[config.mk]
export PLATFORM = sky130hd
export DESIGN_NAME = aclink_tx_framer
export DESIGN_NICKNAME = d
export VERILOG_FILES = /design/src/rtl/aclink_pkg.sv /design/src/rtl/frame_sequencer.sv /design/src/rtl/slot_latch.sv /design/src/rtl/tag_builder.sv /design/src/rtl/bit_mux.sv /design/src/rtl/aclink_tx_framer.sv
export SDC_FILE = /design/constraint.sdc
export NUM_CORES = 1
export LEC_CHECK = 0
export ABC_AREA = 1
export BUFFER_PORTS_ARGS = -buffer_cell sky130_fd_sc_hd__buf_2
export CORE_MARGIN = 3
export CORE_UTILIZATION = 30
export DETAILED_ROUTE_END_ITERATION = 8
export PLACE_DENSITY = 0.56
export SETUP_SLACK_MARGIN = 0.2
export SLEW_MARGIN = 5
export SYNTH_ARGS = -nofsm -noshare
export SYNTH_HDL_FRONTEND = slang
export SYNTH_HIERARCHICAL = 1
export SYNTH_SLANG_ARGS = --single-unit
[constraint.sdc]
create_clock -name bit_clk -period 1.7 [get_ports bit_clk]
set_input_delay 0.085 -clock bit_clk [delete_from_list [all_inputs] [get_ports bit_clk]]
set_output_delay 0.085 -clock bit_clk [all_outputs]
set_load 0.03 [all_outputs]
[src/rtl/aclink_pkg.sv]
// Package: shared sizes and slot numbering for the audio link frame serializer.
// Assumes a frame of one tag slot followed by NUM_SLOTS-1 equal data slots.
package aclink_pkg;
    parameter int SLOT_W    = 20;   // width of each data slot
    parameter int TAG_W     = 16;   // width of the tag slot
    parameter int NUM_SLOTS = 13;   // tag slot plus data slots
    localparam int FRAME_LEN = TAG_W + (NUM_SLOTS - 1) * SLOT_W;
    localparam int IDX_W     = $clog2(NUM_SLOTS);
    localparam int BIT_W     = $clog2(SLOT_W);

    // slot numbers used by the frame layout
    localparam int SL_ANY       = 0;   // entry 0 of the valid vector holds "any valid"
    localparam int SL_CMD_ADDR  = 1;
    localparam int SL_CMD_DATA  = 2;
    localparam int SL_PCM_L     = 3;
    localparam int SL_PCM_R     = 4;
    localparam int SL_MODEM     = 5;
    localparam int SL_IOCTL     = 12;

    typedef logic [NUM_SLOTS-1:0][SLOT_W-1:0] slot_arr_t;
    typedef logic [NUM_SLOTS-1:0]             slot_vld_t;
endpackage

[src/rtl/frame_sequencer.sv]
// Module: frame_sequencer
// Tracks the slot and bit position within the frame being sent and decides
// when a frame starts, chains or ends. Assumes bit_idx counts down so the
// MSB of each slot is sent first.
module frame_sequencer
    import aclink_pkg::*;
#(
    parameter int P_SLOT_W    = SLOT_W,
    parameter int P_TAG_W     = TAG_W,
    parameter int P_NUM_SLOTS = NUM_SLOTS
) (
    input  logic             clk,
    input  logic             rst_n,
    input  logic             frame_en,
    output logic             active,
    output logic             load,
    output logic [IDX_W-1:0] slot_idx,
    output logic [BIT_W-1:0] bit_idx
);
    localparam logic [IDX_W-1:0] LAST_SLOT = IDX_W'(P_NUM_SLOTS - 1);
    localparam logic [BIT_W-1:0] TAG_TOP   = BIT_W'(P_TAG_W - 1);
    localparam logic [BIT_W-1:0] SLOT_TOP  = BIT_W'(P_SLOT_W - 1);
    localparam int               LEN       = P_TAG_W + (P_NUM_SLOTS - 1) * P_SLOT_W;
    localparam int               RUN_W     = $clog2(LEN) + 1;

    logic last_bit;

    // last_bit: final bit of the final slot is on the line
    assign last_bit = active && (slot_idx == LAST_SLOT) && (bit_idx == '0);
    // load: start a frame from idle or chain one after the last bit
    assign load = frame_en && (!active || last_bit);

    // position counters: reset, start, end or advance one bit
    always_ff @(posedge clk) begin
        if (!rst_n) begin
            active   <= 1'b0;
            slot_idx <= '0;
            bit_idx  <= TAG_TOP;
        end else if (load) begin
            active   <= 1'b1;
            slot_idx <= '0;
            bit_idx  <= TAG_TOP;
        end else if (last_bit) begin
            active   <= 1'b0;
            slot_idx <= '0;
            bit_idx  <= TAG_TOP;
        end else if (active) begin
            if (bit_idx == '0) begin
                slot_idx <= slot_idx + 1'b1;
                bit_idx  <= SLOT_TOP;
            end else begin
                bit_idx  <= bit_idx - 1'b1;
            end
        end
    end

    // checker counter: cycles spent in the current frame
    logic [RUN_W-1:0] run_cnt;
    always_ff @(posedge clk) begin
        if (!rst_n || load) run_cnt <= '0;
        else if (active)    run_cnt <= run_cnt + 1'b1;
    end

    // every frame lasts exactly the full frame length
    a_r5_frame_len: assert property (@(posedge clk) disable iff (!rst_n)
        last_bit |-> (run_cnt == RUN_W'(LEN - 1)));
    // enable at the last bit chains straight into a new tag phase
    a_r8_chain: assert property (@(posedge clk) disable iff (!rst_n)
        (last_bit && frame_en) |=> (active && slot_idx == '0 && bit_idx == TAG_TOP));
    // no enable at the last bit returns to idle
    a_r8_stop: assert property (@(posedge clk) disable iff (!rst_n)
        (last_bit && !frame_en) |=> !active);
    // enable while idle starts a frame on the next cycle
    a_r2_start: assert property (@(posedge clk) disable iff (!rst_n)
        (!active && frame_en) |=> (active && slot_idx == '0));
endmodule

[src/rtl/slot_latch.sv]
// Module: slot_latch
// Captures all slot payloads and valid flags at frame start, storing zeros
// for any slot whose flag is clear. Assumes load is a single-cycle strobe.
module slot_latch
    import aclink_pkg::*;
#(
    parameter int P_SLOT_W    = SLOT_W,
    parameter int P_NUM_SLOTS = NUM_SLOTS
) (
    input  logic                                  clk,
    input  logic                                  rst_n,
    input  logic                                  load,
    input  logic [P_NUM_SLOTS-1:0][P_SLOT_W-1:0]  data_in,
    input  logic [P_NUM_SLOTS-1:0]                valid_in,
    output logic [P_NUM_SLOTS-1:0][P_SLOT_W-1:0]  data_q,
    output logic [P_NUM_SLOTS-1:0]                valid_q
);
    for (genvar g = 0; g < P_NUM_SLOTS; g++) begin : g_slot
        // per-slot capture with zero stuffing of untagged slots
        always_ff @(posedge clk) begin
            if (!rst_n) begin
                data_q[g]  <= '0;
                valid_q[g] <= 1'b0;
            end else if (load) begin
                data_q[g]  <= valid_in[g] ? data_in[g] : '0;
                valid_q[g] <= valid_in[g];
            end
        end
    end

    // captured frame contents stay frozen between loads
    a_r7_hold: assert property (@(posedge clk) disable iff (!rst_n)
        !load |=> ($stable(data_q) && $stable(valid_q)));
endmodule

[src/rtl/tag_builder.sv]
// Module: tag_builder
// Forms the tag word from the captured valid flags. Entry 0 of the flag
// vector holds the "any slot valid" bit; data slot s maps to tag bit
// TAG_W-1-s; trailing positions beyond the slots are zero.
module tag_builder
    import aclink_pkg::*;
#(
    parameter int P_TAG_W     = TAG_W,
    parameter int P_NUM_SLOTS = NUM_SLOTS
) (
    input  logic [P_NUM_SLOTS-1:0] valid_q,
    output logic [P_TAG_W-1:0]     tag
);
    assign tag[P_TAG_W-1] = valid_q[0];
    for (genvar s = 1; s < P_NUM_SLOTS; s++) begin : g_tag
        assign tag[P_TAG_W-1-s] = valid_q[s];
    end
    assign tag[P_TAG_W-P_NUM_SLOTS-1:0] = '0;
endmodule

[src/rtl/bit_mux.sv]
// Module: bit_mux
// Selects the serial bit for the current position: a tag bit during slot 0,
// otherwise the captured slot payload. Drives 0 while idle.
module bit_mux
    import aclink_pkg::*;
#(
    parameter int P_SLOT_W    = SLOT_W,
    parameter int P_TAG_W     = TAG_W,
    parameter int P_NUM_SLOTS = NUM_SLOTS
) (
    input  logic                                 clk,
    input  logic                                 rst_n,
    input  logic                                 active,
    input  logic [IDX_W-1:0]                     slot_idx,
    input  logic [BIT_W-1:0]                     bit_idx,
    input  logic [P_TAG_W-1:0]                   tag,
    input  logic [P_NUM_SLOTS-1:0][P_SLOT_W-1:0] data_q,
    input  logic [P_NUM_SLOTS-1:0]               valid_q,
    output logic                                 sdo
);
    logic [P_SLOT_W-1:0] tag_ext;
    assign tag_ext = {{(P_SLOT_W-P_TAG_W){1'b0}}, tag};

    // serial bit select for the current frame position
    always_comb begin
        if (!active)             sdo = 1'b0;
        else if (slot_idx == '0) sdo = tag_ext[bit_idx];
        else                     sdo = data_q[slot_idx][bit_idx];
    end

    // a slot flagged invalid sends only zeros
    a_r6_zero_stuff: assert property (@(posedge clk) disable iff (!rst_n)
        (active && slot_idx != '0 && !valid_q[slot_idx]) |-> !sdo);
    // trailing reserved tag positions are sent as zero
    a_r3_tag_tail: assert property (@(posedge clk) disable iff (!rst_n)
        (active && slot_idx == '0 && bit_idx < BIT_W'(P_TAG_W - P_NUM_SLOTS)) |-> !sdo);
    // idle line is low
    a_r1_idle_low: assert property (@(posedge clk) disable iff (!rst_n)
        !active |-> !sdo);
endmodule

[src/rtl/aclink_tx_framer.sv]
// Module: aclink_tx_framer (top)
// Controller-side outgoing frame serializer for a serial audio link. Maps
// the named slot inputs onto the slot array, captures them at frame start,
// and shifts tag plus slots out one bit per clock with a tag-phase marker.
// Assumes bit_clk is the link bit clock supplied from outside.
module aclink_tx_framer
    import aclink_pkg::*;
(
    input  logic              bit_clk,
    input  logic              rst_n,
    input  logic              frame_en,
    input  logic [SLOT_W-1:0] cmd_addr_word,
    input  logic              cmd_addr_vld,
    input  logic [SLOT_W-1:0] cmd_data_word,
    input  logic              cmd_data_vld,
    input  logic [SLOT_W-1:0] pcm_l_word,
    input  logic              pcm_l_vld,
    input  logic [SLOT_W-1:0] pcm_r_word,
    input  logic              pcm_r_vld,
    input  logic [SLOT_W-1:0] modem_word,
    input  logic              modem_vld,
    input  logic [SLOT_W-1:0] ioctl_word,
    input  logic              ioctl_vld,
    output logic              tx_bit,
    output logic              tag_phase
);
    localparam int SR_W = $clog2(TAG_W) + 2;

    slot_arr_t        slot_data, data_q;
    slot_vld_t        slot_vld, valid_q;
    logic             any_vld;
    logic             active, load;
    logic [IDX_W-1:0] slot_idx;
    logic [BIT_W-1:0] bit_idx;
    logic [TAG_W-1:0] tag;

    // any data slot offered as valid
    assign any_vld = cmd_addr_vld | cmd_data_vld | pcm_l_vld | pcm_r_vld | modem_vld | ioctl_vld;

    // place named inputs into the slot array; reserved slots stay zero
    always_comb begin
        slot_data              = '0;
        slot_vld               = '0;
        slot_vld[SL_ANY]       = any_vld;
        slot_data[SL_CMD_ADDR] = cmd_addr_word;
        slot_vld[SL_CMD_ADDR]  = cmd_addr_vld;
        slot_data[SL_CMD_DATA] = cmd_data_word;
        slot_vld[SL_CMD_DATA]  = cmd_data_vld;
        slot_data[SL_PCM_L]    = pcm_l_word;
        slot_vld[SL_PCM_L]     = pcm_l_vld;
        slot_data[SL_PCM_R]    = pcm_r_word;
        slot_vld[SL_PCM_R]     = pcm_r_vld;
        slot_data[SL_MODEM]    = modem_word;
        slot_vld[SL_MODEM]     = modem_vld;
        slot_data[SL_IOCTL]    = ioctl_word;
        slot_vld[SL_IOCTL]     = ioctl_vld;
    end

    frame_sequencer u_seq (
        .clk      (bit_clk),
        .rst_n    (rst_n),
        .frame_en (frame_en),
        .active   (active),
        .load     (load),
        .slot_idx (slot_idx),
        .bit_idx  (bit_idx)
    );

    slot_latch u_latch (
        .clk      (bit_clk),
        .rst_n    (rst_n),
        .load     (load),
        .data_in  (slot_data),
        .valid_in (slot_vld),
        .data_q   (data_q),
        .valid_q  (valid_q)
    );

    tag_builder u_tag (
        .valid_q (valid_q),
        .tag     (tag)
    );

    bit_mux u_mux (
        .clk      (bit_clk),
        .rst_n    (rst_n),
        .active   (active),
        .slot_idx (slot_idx),
        .bit_idx  (bit_idx),
        .tag      (tag),
        .data_q   (data_q),
        .valid_q  (valid_q),
        .sdo      (tx_bit)
    );

    // frame marker: high while the tag slot is on the line
    assign tag_phase = active && (slot_idx == '0);

    // checker counter: length of the current marker run
    logic [SR_W-1:0] sync_run;
    always_ff @(posedge bit_clk) begin
        if (!rst_n)         sync_run <= '0;
        else if (tag_phase) sync_run <= sync_run + 1'b1;
        else                sync_run <= '0;
    end

    // each marker run is exactly the tag width
    a_r4_marker_width: assert property (@(posedge bit_clk) disable iff (!rst_n)
        $fell(tag_phase) |-> (sync_run == SR_W'(TAG_W)));
    // the marker never outlasts the tag width
    a_r4_marker_cap: assert property (@(posedge bit_clk) disable iff (!rst_n)
        tag_phase |-> (sync_run < SR_W'(TAG_W)));
    // reset leaves the line quiet
    a_r9_reset_quiet: assert property (@(posedge bit_clk)
        !rst_n |=> (!tag_phase && !tx_bit));
endmodule

==> out/results.txt, run 1 <==
Sink Count = 283
Initial Utilization = 30.6%
PortBufs = 130
1st-iter DRT viols = 1,089
Worst Tran Pin Value = 588 ps
Tmin final = 2830 ps
# rows = 77
Layout fillers = 4,597
kind of critical path = register to output pin
layout cells sized above 1 = 17.0%
Power Density = 853 nW/um^2
DR DRC count = 0
GRT Total Usage = 18.9%
hold path cells = 4
relative slew slack = 60.8%
failing checks = negative setup slack
Peak Freq = 0.353 GHz
Mapped Cells = 2,011
Routed WL = 47,700 um
Yosys cell types = 36
Final nets = 2,529
CP arrival = 2750 ps
Die Height = 219 um
mean post-synth cell area = 6.77 um^2
Clk Latency, worst-skew pair = 580 ps
mapped cell area = 13,600 um^2
endpoints failing setup = 275
internal reg-to-reg setup slack = -410 ps
Vias = 14,514
post-route insts no fill = 3,012
cts bufs inserted = 31
CP required = 1620 ps
flops & latches, synth = 283
layout overhead on the synthesized area = 38.4%
ANT nets after route = 0
Warnings, synthesis = 6
setup TNS = -73,980 ps
H-tree depth = 1
largest net degree at the start of global routing = 59
met1 usage = 24.5%
Tcrit/Tclk final = 167%
drt wl/cell = 15.8 um
M2 GR Usage = 31.7%
Placed Cells incl. Taps = 2,812
Setup WS post-layout = -1130 ps
vias in the first global route = 13,595
Hold WS = 319 ps
Design Power = 0.0161 W
RD Place Congestion = 0.930
met3 global-route usage = 2.30%
CTS tree = built
total gr overflow = 0
dpl ws = -641 ps
status = finished with violations
Worst Setup Start Kind = register
Max Clock Skew = 11.7 ps
Die W = 219 um
first-pass GRT wire length = 73,300 um
vias per cell = 4.82
leakage power = 7.54 nW
die area = 48,000 um^2
crit-path max FO = 10
Worst-path clk slew = 60 ps
busiest grt layer = met2
antenna violations before repair = 1
Hold Crit Class = input pin to register
Slew Viols, Final = 0
1st-pass router iterations = 5
core area = 44,500 um^2
Hold Violations, Final = 0
CP Capture Type = output pin
CTS Root Cell = clkbuf_16
# Max-Cap Violations = 0
VDD IR-drop max = 0.675 mV
dpl hpwl = 31,900 um
Clock Path Buffers = 3
sequential fraction of the synthesis area = 41.6%
worst-case reg-to-reg path depth = 14
# IOs = 131
RSZ-0062 raised after global routing = yes
-- state kept, by name (all words and copies together) (netlist names) --
register	cells
u_seq/bit_idx	5
u_latch/data_q	260
u_latch/valid_q	13
u_seq/active	1
u_seq/slot_idx	4
-- path summary, 6_finish.rpt --
kind | end | from
min | u_latch/data_q[39] | cmd_addr_word[19]
max | tx_bit | u_seq/slot_idx[0]
min reg2reg | u_latch/data_q[185] | u_latch/data_q[185]
max reg2reg | u_latch/data_q[78] | u_seq/slot_idx[1]
-- per-stage QoR --
step	cell area, um^2	utilization (%)
global placement	15700	35.4
global route	18800	42.3
floorplan	14400	-
detailed placement	15700	35.4
CTS	18300	41.2
finish	18800	42.3
-- metal layers --
metal	vias up	routed length, um
met1	6741	20900
met3	95	2470
li1	7258	-
met4	0	2030
met5	-	0
met2	420	22300
-- placed cells by master (no fill, tap or decap), types with 3 or more instances in the layout --
cell type,n
buf_6,13
a21oi_1,264
o21ai_0,54
a21oi_2,51
nor2_1,136
nand3_2,24
inv_1,71
clkbuf_1,5
nor2_4,3
bufinv_16,4
clkinv_2,4
inv_2,5
nand2_1,515
o211ai_1,3
o21ai_1,36
buf_12,22
clkbuf_16,35
clkbuf_8,7
buf_2,130
a22oi_1,4
nand3_1,322
dfxtp_1,281
buf_16,9
conb_1,161
nand2_2,10
buf_4,73
o22ai_1,16
dlygate4sd3_1,128
inv_4,4
-- synthesized netlist by cell type, drive strengths merged --
cell	count	area share [%]
nand2	526	15
nand3	347	13
a21oi	316	12
dfxtp	283	42
nor2	141	4.1
buf	140	6.3
o21ai	90	3.3
inv	82	2.3
clkbuf	47	1.3
o22ai	16	0.74
a22oi	4	0.22
o211ai	4	0.26
ha	3	0.28
clkinv	2	0.055
conb	2	0.055
nand4	2	0.092
a31oi	1	0.046
nand3b	1	0.055
o221ai	1	0.064
o2bb2ai	1	0.064
or2	1	0.046
xor2	1	0.064
-- timing repair --
item / 4_1_cts / 5_1_grt
gates resized for setup: 36 / 88
hold endpoints to repair: 135 / 0
setup endpoints to repair: 283 / 284
hold buffers: 128 / 0
pin swaps: 43 / 29
cloned: 5 / 4
setup buffers: 0 / 7
-- worst max-delay path: stages, from the launching register on --
cell	delay, ps
dfxtp_4	390
inv_4	90
buf_12	150
buf_6	170
nand2_1	70
nand3_1	150
nand2_2	90
a21oi_2	190
nand3_1	100
nand3_1	100
nand2_1	60
nand2_1	50
nand2_1	50
inv_1	50
nand2_1	60
nand2_1	60
nand2_1	60
nand2_2	80
a21oi_4	60
buf_6	140
-- where the power goes --
group / total (W) / internal [W] / switching, W
clock network: 0.00706 / 0.00423 / 0.00283
registers: 0.00704 / 0.00689 / 0.000158
logic: 0.00198 / 0.000854 / 0.00112
total: 0.0161 / 0.0120 / 0.00411
-- cell families (layout without fill, tap and decap cells) --
family / count (synthesis) / after routing / share of synthesized area (%)
adder cells (fa/ha/maj): 3 / 3 / 0.276
AND/OR/NAND/NOR: 1018 / 1018 / 31.7
buffers and inverters: 271 / 520 / 9.96
flip-flops: 283 / 283 / 41.6
AO/OA/AOI/OAI: 433 / 433 / 16.3
XOR/XNOR: 1 / 1 / 0.0643
other: 2 / 162 / 0.0552
-- area by class of cell --
type / count / area, um^2 / area share (%)
Timing Repair Buffer: 381 / 3440 / 18.3
Multi-Input combinational cell: 1616 / 7560 / 40.1
Sequential cell: 283 / 5670 / 30.1
Clock inverter: 12 / 168 / 0.889
Inverter: 84 / 372 / 1.97
Tap cell: 592 / 741 / 3.93
Clock buffer: 43 / 891 / 4.73
Antenna cell: 1 / 2.50 / 0.0133
(Power assumes the default switching activity.)
==> run 2: changes to the inputs <==
--- a/config.mk
+++ b/config.mk
@@ -7,7 +7,6 @@
 export LEC_CHECK = 0
 export ABC_AREA = 1
 export BUFFER_PORTS_ARGS = -buffer_cell sky130_fd_sc_hd__buf_2
-export CORE_MARGIN = 3
 export CORE_UTILIZATION = 30
 export DETAILED_ROUTE_END_ITERATION = 8
 export PLACE_DENSITY = 0.56
==> out/results.txt, run 2 (synthesis results as in run 1) <==
CP Capture Type = output pin
vias in the first global route = 13,726 (+0.96%)
Worst Tran Pin Value = 601 ps (+13.0 ps)
Design Power = 0.0175 W (+8.7%)
# Max-Cap Violations = 0 (unchanged)
Tcrit/Tclk final = 167% (+0.65 points)
Routed WL = 55,100 um (+16%)
first-pass GRT wire length = 75,800 um (+3.4%)
commonest cells after routing, fill and taps aside = 436 x nand2_1, 316 x nand3_1, 281 x dfxtp_1
leakage power = 8.29 nW (+10%)
Die Height = 215 um (-1.8%)
GRT Total Usage = 20.5% (+1.6 points)
CP required = 1620 ps (about the same)
CTS tree = built
DR DRC count = 0 (unchanged)
1st-pass router iterations = 5 (unchanged)
vias per cell = 4.92 (+2.1%)
H-tree depth = 2 (+1)
Final nets = 2,581 (+2.1%)
Die W = 215 um (-1.8%)
Max Clock Skew = 18.7 ps (+7.08 ps)
layout overhead on the synthesized area = 51.1%
crit-path max FO = 14 (+4)
Hold Violations, Final = 0 (unchanged)
worst-case reg-to-reg path depth = 16 (+2)
Reg with most FFs = u_latch/data_q
Initial Utilization = 30.6% (unchanged)
dpl hpwl = 31,600 um (-0.78%)
met3 global-route usage = 3.17% (+0.87 points)
RSZ-0062 raised after global routing = yes
Hold WS = 62.4 ps (-256 ps)
failing checks = negative setup slack
Power Density = 849 nW/um^2 (-0.49%)
status = finished with violations
max FFs per register = 260 (unchanged)
cts bufs inserted = 34 (+9.7%)
PortBufs = 130 (unchanged)
most common cell after layout, fill and taps aside = nand2_1
Worst-path clk slew = 60 ps (about the same)
RD Place Congestion = 0.900 (-3.2%)
busiest grt layer = met2
Sink Count = 283 (unchanged)
core area = 44,500 um^2 (unchanged)
drt wl/cell = 18.0 um (+14%)
CTS Root Cell = clkbuf_16
CP arrival = 2760 ps (about the same)
antenna diode instance count = 0 (-1)
Slew Viols, Final = 0 (unchanged)
endpoints failing setup = 281 (+2.2%)
# IOs = 131 (unchanged)
M2 GR Usage = 34.7% (+3.0 points)
Setup WS post-layout = -1140 ps (-11.0 ps)
Peak Freq = 0.352 GHz (-0.39%)
kind of critical path = register to output pin
biggest regs = u_latch/data_q: 260 flops, u_latch/valid_q: 13 flops, u_seq/bit_idx: 5 flops
die area = 46,200 um^2 (-3.6%)
met1 usage = 26.2% (+1.7 points)
# rows = 77 (unchanged)
1st-iter DRT viols = 1,415 (+30%)
hold path cells = 3 (-1)
largest net degree at the start of global routing = 59 (unchanged)
total gr overflow = 0 (unchanged)
Tmin final = 2840 ps (+11.0 ps)
VDD IR-drop max = 0.525 mV (-22%)
layout cells sized above 1 = 23.3% (+6.3 points)
ANT nets after route = 0 (unchanged)
relative slew slack = 59.9% (-0.87 points)
antenna violations before repair = 0 (-1)
Clock Path Buffers = 3 (unchanged)
Layout fillers = 4,323 (-6.0%)
Clk Latency, worst-skew pair = 530 ps (-50 ps)
Vias = 15,079 (+3.9%)
Hold Crit Class = input pin to register
Worst Setup Start Kind = register
[run 2: cell count changes in the layout (fill, tap and decap cells not counted), sizes merged]
cell / delta
dlygate4sd3: -4
buf: +22
clkinv: +11
clkinvlp: -2
diode: -1
bufinv: +1
clkbuf: +28
inv: -1
[run 2: path summary, 6_finish.rpt]
check / from / to / slack, ps
max: u_seq/slot_idx[0] / tx_bit / -1140
min: cmd_addr_vld / u_latch/data_q[30] / 60
max reg2reg: u_seq/slot_idx[0] / u_latch/data_q[51] / -560
min reg2reg: u_latch/data_q[135] / u_latch/data_q[135] / 460
[run 2: power by group]
part,internal (W),total [W],leakage (nW),switching [W]
logic,0.00113,0.00248,5.38,0.00136
registers,0.00689,0.00706,2.31,0.000172
clock network,0.00497,0.00793,0.610,0.00296
[run 2: stage by stage]
step | setup TNS, ps | setup WS (ps) | cell area, um^2 | util [%] | std cells
after floorplan | -162 | -162 | 14400 | - | 2170
after global placement | -112230 | -644 | 15800 | 35.6 | 2815
after detailed placement | -126630 | -618 | 15800 | 35.6 | 2815
after CTS | -97930 | -1050 | 18600 | 41.9 | 3009
after global routing | -158720 | -1270 | 20600 | 46.2 | 3066
final | -134950 | -1140 | 20600 | 46.2 | 3066
[run 2: timing repair]
action / CTS / global route
buffers inserted: 4 / 12
pin swaps: 38 / 45
endpoints found under the setup margin: 285 / 285
resized for setup: 38 / 235
hold buffers: 124 / 0
hold endpoints to repair: 128 / 0
cloned: 5 / 45
[run 2: area by class of cell]
class | instances | area [um^2] | share of cell area [%]
Multi-Input combinational cell | 1616 | 7920 | 38.5
Tap cell | 592 | 741 | 3.60
Clock buffer | 47 | 1020 | 4.97
Sequential cell | 283 | 5670 | 27.6
Timing Repair Buffer | 423 | 4510 | 21.9
Inverter | 84 | 369 | 1.79
Clock inverter | 14 | 199 | 0.967
Timing Repair inverter | 7 | 150 | 0.730
[run 2: per-layer routing]
layer	share of wire [%]	up-vias
met5	0	-
met4	3.9	0
met3	6.3	125
met2	48	578
met1	42	7005
li1	-	7371
[run 2: critical path, stage by stage (launching register included)]
cell	delay [ps]
dfxtp_4	480
inv_6	90
buf_12	160
nor2_4	110
buf_4	170
a22oi_1	100
o21ai_1	160
nand2_1	80
nand3_1	90
nand3_1	70
nand2_1	100
nand3_1	110
nand2_2	100
nand2_2	70
a21oi_4	190
buf_6	150
